[config.mk]
export PLATFORM = sky130hd
export DESIGN_NAME = wait_state_inserter
export DESIGN_NICKNAME = d
export VERILOG_FILES = /design/src/rtl/wsi_pkg.sv /design/src/rtl/wsi_factor_sel.sv /design/src/rtl/wsi_access_counter.sv /design/src/rtl/wait_state_inserter.sv
export SDC_FILE = /design/constraint.sdc
export NUM_CORES = 1
export LEC_CHECK = 0
export ABC_CLOCK_PERIOD_IN_PS = 4370
export BUFFER_PORTS_ARGS = -buffer_cell sky130_fd_sc_hd__buf_2
export CAP_MARGIN = 0
export CORE_AREA = 2 2 39 41
export CTS_CLUSTER_DIAMETER = 40
export DETAILED_ROUTE_END_ITERATION = 16
export DIE_AREA = 0 0 41 43
export GPL_TIMING_DRIVEN = 0
export PLACE_DENSITY_LB_ADDON = 0.08
export SLEW_MARGIN = 25
export SYNTH_ARGS = -nofsm -noshare
export SYNTH_HDL_FRONTEND = slang
export SYNTH_SLANG_ARGS = --single-unit
[constraint.sdc]
create_clock -name clk -period 4.37 [get_ports clk]
set_clock_uncertainty 0.15 [all_clocks]
set_input_delay 0.6555 -clock clk [delete_from_list [all_inputs] [get_ports clk]]
set_output_delay 0.6555 -clock clk [all_outputs]
set_load 0.01 [all_outputs]
[src/rtl/wsi_pkg.sv]
package wsi_pkg;
  typedef enum logic [1:0] {
    WM_IDLE  = 2'd0,
    WM_PLAIN = 2'd1,
    WM_XLAT  = 2'd2,
    WM_FAST  = 2'd3
  } wait_mode_t;
endpackage

[src/rtl/wsi_factor_sel.sv]
module wsi_factor_sel
  import wsi_pkg::*;
#(
  parameter int unsigned FW       = 2,
  parameter int unsigned F_PLAIN  = 2,
  parameter int unsigned F_XLAT   = 3,
  parameter int unsigned F_FAST   = 2
) (
  input  logic          slow_clk,
  input  logic          win_en,
  input  logic          bank_en,
  input  logic          fast_xlat,
  output wait_mode_t    mode,
  output logic [FW-1:0] factor
);
  always_comb begin
    if (slow_clk)              mode = WM_IDLE;
    else if (fast_xlat)        mode = WM_FAST;
    else if (win_en || bank_en) mode = WM_XLAT;
    else                       mode = WM_PLAIN;
  end

  always_comb begin
    case (mode)
      WM_PLAIN: factor = FW'(F_PLAIN);
      WM_XLAT:  factor = FW'(F_XLAT);
      WM_FAST:  factor = FW'(F_FAST);
      default:  factor = '0;
    endcase
  end
endmodule

[src/rtl/wsi_access_counter.sv]
module wsi_access_counter #(
  parameter int unsigned FW = 2,
  localparam int unsigned CW = FW + 1
) (
  input  logic          clk,
  input  logic          rst,
  input  logic          count_en,
  input  logic [FW-1:0] factor,
  output logic          pulse_q
);
  logic [CW-1:0] cnt_q;
  logic [CW-1:0] cnt_inc;
  logic          hit;

  assign cnt_inc = cnt_q + CW'(1);
  assign hit     = count_en && (factor != '0) && (cnt_inc >= CW'(factor));

  always_ff @(posedge clk) begin
    if (rst) begin
      cnt_q   <= '0;
      pulse_q <= 1'b0;
    end else begin
      pulse_q <= hit;
      if (hit)
        cnt_q <= '0;
      else if (count_en && (factor != '0))
        cnt_q <= cnt_inc;
    end
  end

  // counter restarts when the request is raised
  a_r7_restart: assert property (@(posedge clk) disable iff (rst)
    pulse_q |-> (cnt_q == '0));

  // idle enable keeps the count
  a_r1_hold: assert property (@(posedge clk) disable iff (rst)
    !count_en |=> $stable(cnt_q));
endmodule

[src/rtl/wait_state_inserter.sv]
module wait_state_inserter
  import wsi_pkg::*;
#(
  parameter int unsigned F_PLAIN = 2,
  parameter int unsigned F_XLAT  = 3,
  parameter int unsigned F_FAST  = 2,
  localparam int unsigned F_MAX0 = (F_PLAIN > F_XLAT) ? F_PLAIN : F_XLAT,
  localparam int unsigned F_MAX  = (F_MAX0 > F_FAST) ? F_MAX0 : F_FAST,
  localparam int unsigned FW     = $clog2(F_MAX + 1)
) (
  input  logic clk,
  input  logic rst,
  input  logic acc_stb,
  input  logic slow_clk,
  input  logic win_en,
  input  logic bank_en,
  input  logic fast_xlat,
  input  logic io_wait_set,
  output logic extra_clk,
  output logic io_wait
);
  wait_mode_t    mode;
  logic [FW-1:0] factor;
  logic          counted;
  logic          io_wait_q;

  assign counted = acc_stb && !slow_clk;

  wsi_factor_sel #(
    .FW(FW), .F_PLAIN(F_PLAIN), .F_XLAT(F_XLAT), .F_FAST(F_FAST)
  ) u_sel (
    .slow_clk (slow_clk),
    .win_en   (win_en),
    .bank_en  (bank_en),
    .fast_xlat(fast_xlat),
    .mode     (mode),
    .factor   (factor)
  );

  wsi_access_counter #(.FW(FW)) u_cnt (
    .clk     (clk),
    .rst     (rst),
    .count_en(counted),
    .factor  (factor),
    .pulse_q (extra_clk)
  );

  always_ff @(posedge clk) begin
    if (rst)              io_wait_q <= 1'b0;
    else if (io_wait_set) io_wait_q <= 1'b1;
    else if (counted)     io_wait_q <= 1'b0;
  end
  assign io_wait = io_wait_q;

  // slow mode never requests an extra clock
  a_r1_slow_quiet: assert property (@(posedge clk) disable iff (rst)
    (slow_clk || !acc_stb) |=> !extra_clk);

  // translation without fast mode picks the large factor
  a_r2_xlat_factor: assert property (@(posedge clk) disable iff (rst)
    (!slow_clk && !fast_xlat && (win_en || bank_en)) |-> (factor == FW'(F_XLAT)));

  // fast mode picks its own factor
  a_r3_fast_factor: assert property (@(posedge clk) disable iff (rst)
    (!slow_clk && fast_xlat) |-> (factor == FW'(F_FAST)));

  // a pulse always follows a counted strobe
  a_r6_pulse_cause: assert property (@(posedge clk) disable iff (rst)
    extra_clk |-> $past(counted));

  // reset leaves request and flag low
  a_r8_reset_clear: assert property (@(posedge clk)
    rst |=> (!extra_clk && !io_wait));

  // a set request always leaves the flag high
  a_r9_set_wins: assert property (@(posedge clk) disable iff (rst)
    io_wait_set |=> io_wait);
endmodule

# Yosys cells after proc, flatten, opt, wreduce, memory -nomap -nowiden
# Cells that the tools add are included.
[word_totals]
reg_bits = 5
in_bits = 8
out_inout_bits = 2
[classes]
n_addsub = 1
order_cmp = 1
n_eq_ne = 3
muxes = 6
reduce_logical = 9
[ops]
columns = ["operator", "count"]
rows = [
  ["2-bit 2-to-1 mux", 3],
  ["2-bit equality test (second input constant)", 2],
  ["2-bit case mux with 2 select lines", 1],
  ["2-bit nonzero test", 2],
  ["2-bit OR reduction", 2],
  ["3-bit by 1-bit adder with 3-bit output (second input constant)", 1],
  ["3-bit by 2-bit >= comparator with 1-bit output", 1],
  ["1-bit logical AND", 3],
  ["2-bit by 1-bit equality test with 1-bit output (second input constant)", 1],
  ["1-bit 2-to-1 mux", 2],
  ["1-bit zero test", 1],
  ["1-bit logical OR", 1],
]

# Longest topological paths before layout
[logic_depth]
ltp_word = 11
depth_mapped = 6
depth_no_buf = 6

# Cells and area by module
# A second synthesis with hierarchy kept.
[hier_totals]
hier_cells = 31
area_unflattened_um2 = 299.0
[modules_own_cells]
columns = ["module", "instances", "cells_per_inst", "area_per_inst_um2"]
rows = [
  ["wsi_access_counter", 1, 20, 221.5],
  ["wait_state_inserter", 1, 5, 45.0],
  ["wsi_factor_sel", 1, 6, 32.5],
]

# Least setup slack after synthesis
# No wires, ideal clock.
[synth_timing]
path_type = "input-to-reg"
startpoint = "input bank_en"
endpoint = "register u_cnt.pulse_q"
setup_time_ps = 58
t_arrival_ps = 1629
setup_slack_ps = 2533
path_stages = 6
path_buffers = 0
cell_sequence = "nor2_1 > nor3_1 > ha_1 > nor2_1 > a211oi_1 > o21ba_2"
[synth_via]
elab_chain_cells = 10
elab_cells_between_ends = 13
cone_classes = "order compare: 1; eq/ne: 3; mux: 4; reduce/logical: 5"
[synth_rtl]
columns = ["element", "line_no", "source"]
rows = [
  ["start: declaration", "wait_state_inserter.sv:16", "input logic bank_en,"],
  ["1-bit logical OR *", "wsi_factor_sel.sv:19", "else if (win_en || bank_en) mode = WM_XLAT;"],
  ["2-bit 2-to-1 mux *", "wsi_factor_sel.sv:19", ""],
  ["2-bit 2-to-1 mux *", "wsi_factor_sel.sv:18", "else if (fast_xlat) mode = WM_FAST;"],
  ["2-bit 2-to-1 mux *", "wsi_factor_sel.sv:17", "if (slow_clk) mode = WM_IDLE;"],
  ["2-bit by 1-bit equality test with 1-bit output / 2-bit equality test (equally long branches)", "wsi_factor_sel.sv:24", "case (mode)"],
  ["2-bit OR reduction (no line)", "n/a", ""],
  ["2-bit case mux with 2 select lines *", "wsi_factor_sel.sv:24", ""],
  ["branches (longest 2 deep; another with 3-bit by 2-bit >= comparator with 1-bit output)", "n/a", ""],
  ["1-bit logical AND *", "wsi_access_counter.sv:16", "assign hit = count_en && (factor != '0) && (cnt_inc >= CW'(factor));"],
  ["end signal: assignment", "wsi_access_counter.sv:23", "pulse_q <= hit;"],
  ["end: declaration", "wsi_access_counter.sv:9", "output logic pulse_q"],
]
# Mark *: on every way between the ends.
# A chain may end at the register's enable or synchronous reset.

# Worst setup path in the final report
# Ends and elaborated chain as after synthesis.

==> impl_metrics.toml <==
[power_and_ir_drop]
clockPowerShare_pct = 45.1
swShare_pct = 23.5
p_comb_share_pct = 13.6
peakVddDrop_uv = 61.3
switching_power_uw = 27.8
power_frac_seq_pct = 41.3
powerDensity_nw_per_um2 = 325
p_int_uw = 90.5
power.leakage_nw = 0.166

[timing]
hold_viol = 0
worst_slack_ps = 2550
finalMaxSlewViolations = 0
fin_crit_ps = 1820
grt_setup_unrepaired = "false"
fin_crit_sh_pct = 41.6
fmax_mhz = 551
slew_headroom_pct = 68.2
setup-violations-final = 0
whs_ps = 322
finalSetupTns_ps = 0
tightest_slew_ps = 475

[placement]
place_area_sq_um = 338
dpl.hpwl_um = 389
gp_congestion = 0.691
port_buffers = 9
dpl_worst_slack_ps = 2310

[worst_setup_path]
timing.critical_path.buf_inv = 1
worstPathArrival_ps = 1850
path_cells = "buf_2 > nor2_1 > nor3_1 > ha_1 > nor2_1 > a211oi_1 > o21ba_2"
critPathKind = "in2reg"
cpLargestDelayFamily = "compound AO/OA/AOI/OAI gates"
crit_path_end_kind = "flip-flop"
worst_r2r_startpoint = "u_cnt.cnt_q[0]$_SDFFE_PP0P_"
worst-path-max-fanout = 3
critPathSlowestCell = "a211oi_1"
critical_path.reg2reg.endpoint = "u_cnt.pulse_q$_SDFF_PP0_"
r2r_slack_ps = 2560
worst_path_most_repeated_cell = "nor2_1"
worstPathRequired_ps = 4400
rr_worst_depth = 5
max_stage_delay_ps = 440
start_kind = "input pin"

[floorplanning]
ioPinCount = 10
initial_core_util_pct = 19.7
die_w_um = 41
fp.dieArea_sq_um = 1760
rows = 14
die_y_um = 43
fp.coreArea_sq_um = 1380

[synth]
synthFlopType = "dfxtp_1"
yosysWarningCount = 0
yosys-top-cells-area = "dfxtp_1, ha_1, nor2_1, xnor2_2, a211oi_1"
synth_nets = 38
synth_top_area_share_pct = 36.7
synth_cell_types = 15
synth_common_cells = "dfxtp_1, nor2_1, ha_1"
syn_inst = 27
ys_seq_area_share_pct = 36.7
synth_edf_count = 0
syn_avg_cell_area_sq_um = 10.1
synth_area_sq_um = 273
synth_largest_area_cell = "dfxtp_1"
synth-async-reset-ratio_pct = 0
ys_ff_latch = 5

[clock_network]
cts_buffer_depth = 2
cts_made_buffers = 3
cts.repair.resized = 0
root_buffer = "clkbuf_4"
htree_levels = 1
clock-sinks = 5
path_clk_slew_ps = 40
clock_latency_ps = 240
cts_tree = "built"
cts_hold_buf = 0
postCtsSetupBuffers = 0

[global_routing]
grt_pass1_wl_um = 869
grt_max_degree = 8
antenna_found_initial = 0
track_usage_pct = 7.84
overflow = 0
grt_pass1_vias = 227

[min_path]
hold_path.class = "reg2reg"
holdPathStages = 2
min_from = "u_cnt.cnt_q[1]$_SDFFE_PP0P_"
whs_endpoint = "u_cnt.cnt_q[1]$_SDFFE_PP0P_"

[job]
cap_violations = 0

[final_layout]
fin_area_sq_um = 364
antenna_cells = 0
finalNetCount = 52
drive_above_1_share_pct = 42.5
area_delta_synth_final_pct = 33.5

[routing]
wl_um = 473
wl_per_cell_um = 8.45
vias_per_cell = 4.18
ant_nets = 0
drt-initial-drc-count = 0
routed-via-count = 234
post-route-drc-count = 0
firstDrtPassIters = 1

[run_status]
status = "finished, final reports clean"
[state kept, by name, indices dropped and copies added, names as in the netlist]
name           count
io_wait            1
u_cnt.cnt_q        3
u_cnt.pulse_q      1
[logic make-up after synthesis]
group,after synthesis,share of synthesized area (%)
simple gates,12,26.6
buf+inv,1,1.37
fa+ha+maj,3,13.8
xor+xnor,1,5.96
compound gates,5,15.6
flops,5,36.7
[power groups by stage]
stage / registers, mW / logic, mW / clock network (mW)
after detailed placement: 0.0497 / 0.0164 / 0
after CTS: 0.0488 / 0.0164 / 0.0559
after global placement: 0.0497 / 0.0163 / 0
after global routing: 0.0491 / 0.0185 / 0.0624
final: 0.0488 / 0.0161 / 0.0534
after floorplan: 0.0500 / 0.00921 / 0
[worst max path at each step]
stage / start / endpoint / slack, ps / depth (start not counted)
after floorplan: bank_en / u_cnt.pulse_q$_SDFF_PP0_ / 2530 / 6
after global routing: u_cnt.cnt_q[0]$_SDFFE_PP0P_ / u_cnt.pulse_q$_SDFF_PP0_ / 2410 / 5
after CTS: bank_en / u_cnt.pulse_q$_SDFF_PP0_ / 2550 / 7
after global placement: bank_en / u_cnt.pulse_q$_SDFF_PP0_ / 2280 / 7
after detailed placement: bank_en / u_cnt.pulse_q$_SDFF_PP0_ / 2310 / 7
final: bank_en / u_cnt.pulse_q$_SDFF_PP0_ / 2550 / 7
[placed cells by master, fill, tap and decap left out, types with 2 or more instances in the layout]
cell,n
dfxtp_1,5
a211oi_1,2
buf_2,9
ha_1,3
nor2_1,5
clkbuf_4,3
clkbuf_1,2
nand2_1,2
[layer usage]
layer / up-vias / part of all wire, % / global-route usage (%)
li1: 124 / - / -
met1: 102 / 48 / 9.35
met2: 8 / 45 / 9.69
met3: 0 / 6.3 / 3.14
met4: 0 / 0 / 8.00
met5: - / 0 / 0
[cell type report]
type                       count  area, sq um
buffer                         1         3.75
tap                           16         20.0
clock buffer                   4         26.3
sequential                     5          100
multi-input combinational     21          169
fill                         158         1020
timing repair buffer           9         45.0
[worst register-to-register path, delay by kind of cell (launching register included)]
family                   cells  cell delay, ps
AO/OA/AOI/OAI                2             650
flip-flops                   1             330
AND/OR/NAND/NOR              1              40
adder cells (fa/ha/maj)      2             600
[per-stage QoR]
step	utilization (%)	total power, mW	cells
floorplan	-	0.0592	27
global placement	24.4	0.0659	52
detailed placement	24.4	0.0660	52
CTS	26.3	0.121	56
global route	26.3	0.130	56
finish	26.3	0.118	56
Note: power is estimated with default switching activity, not from simulation.
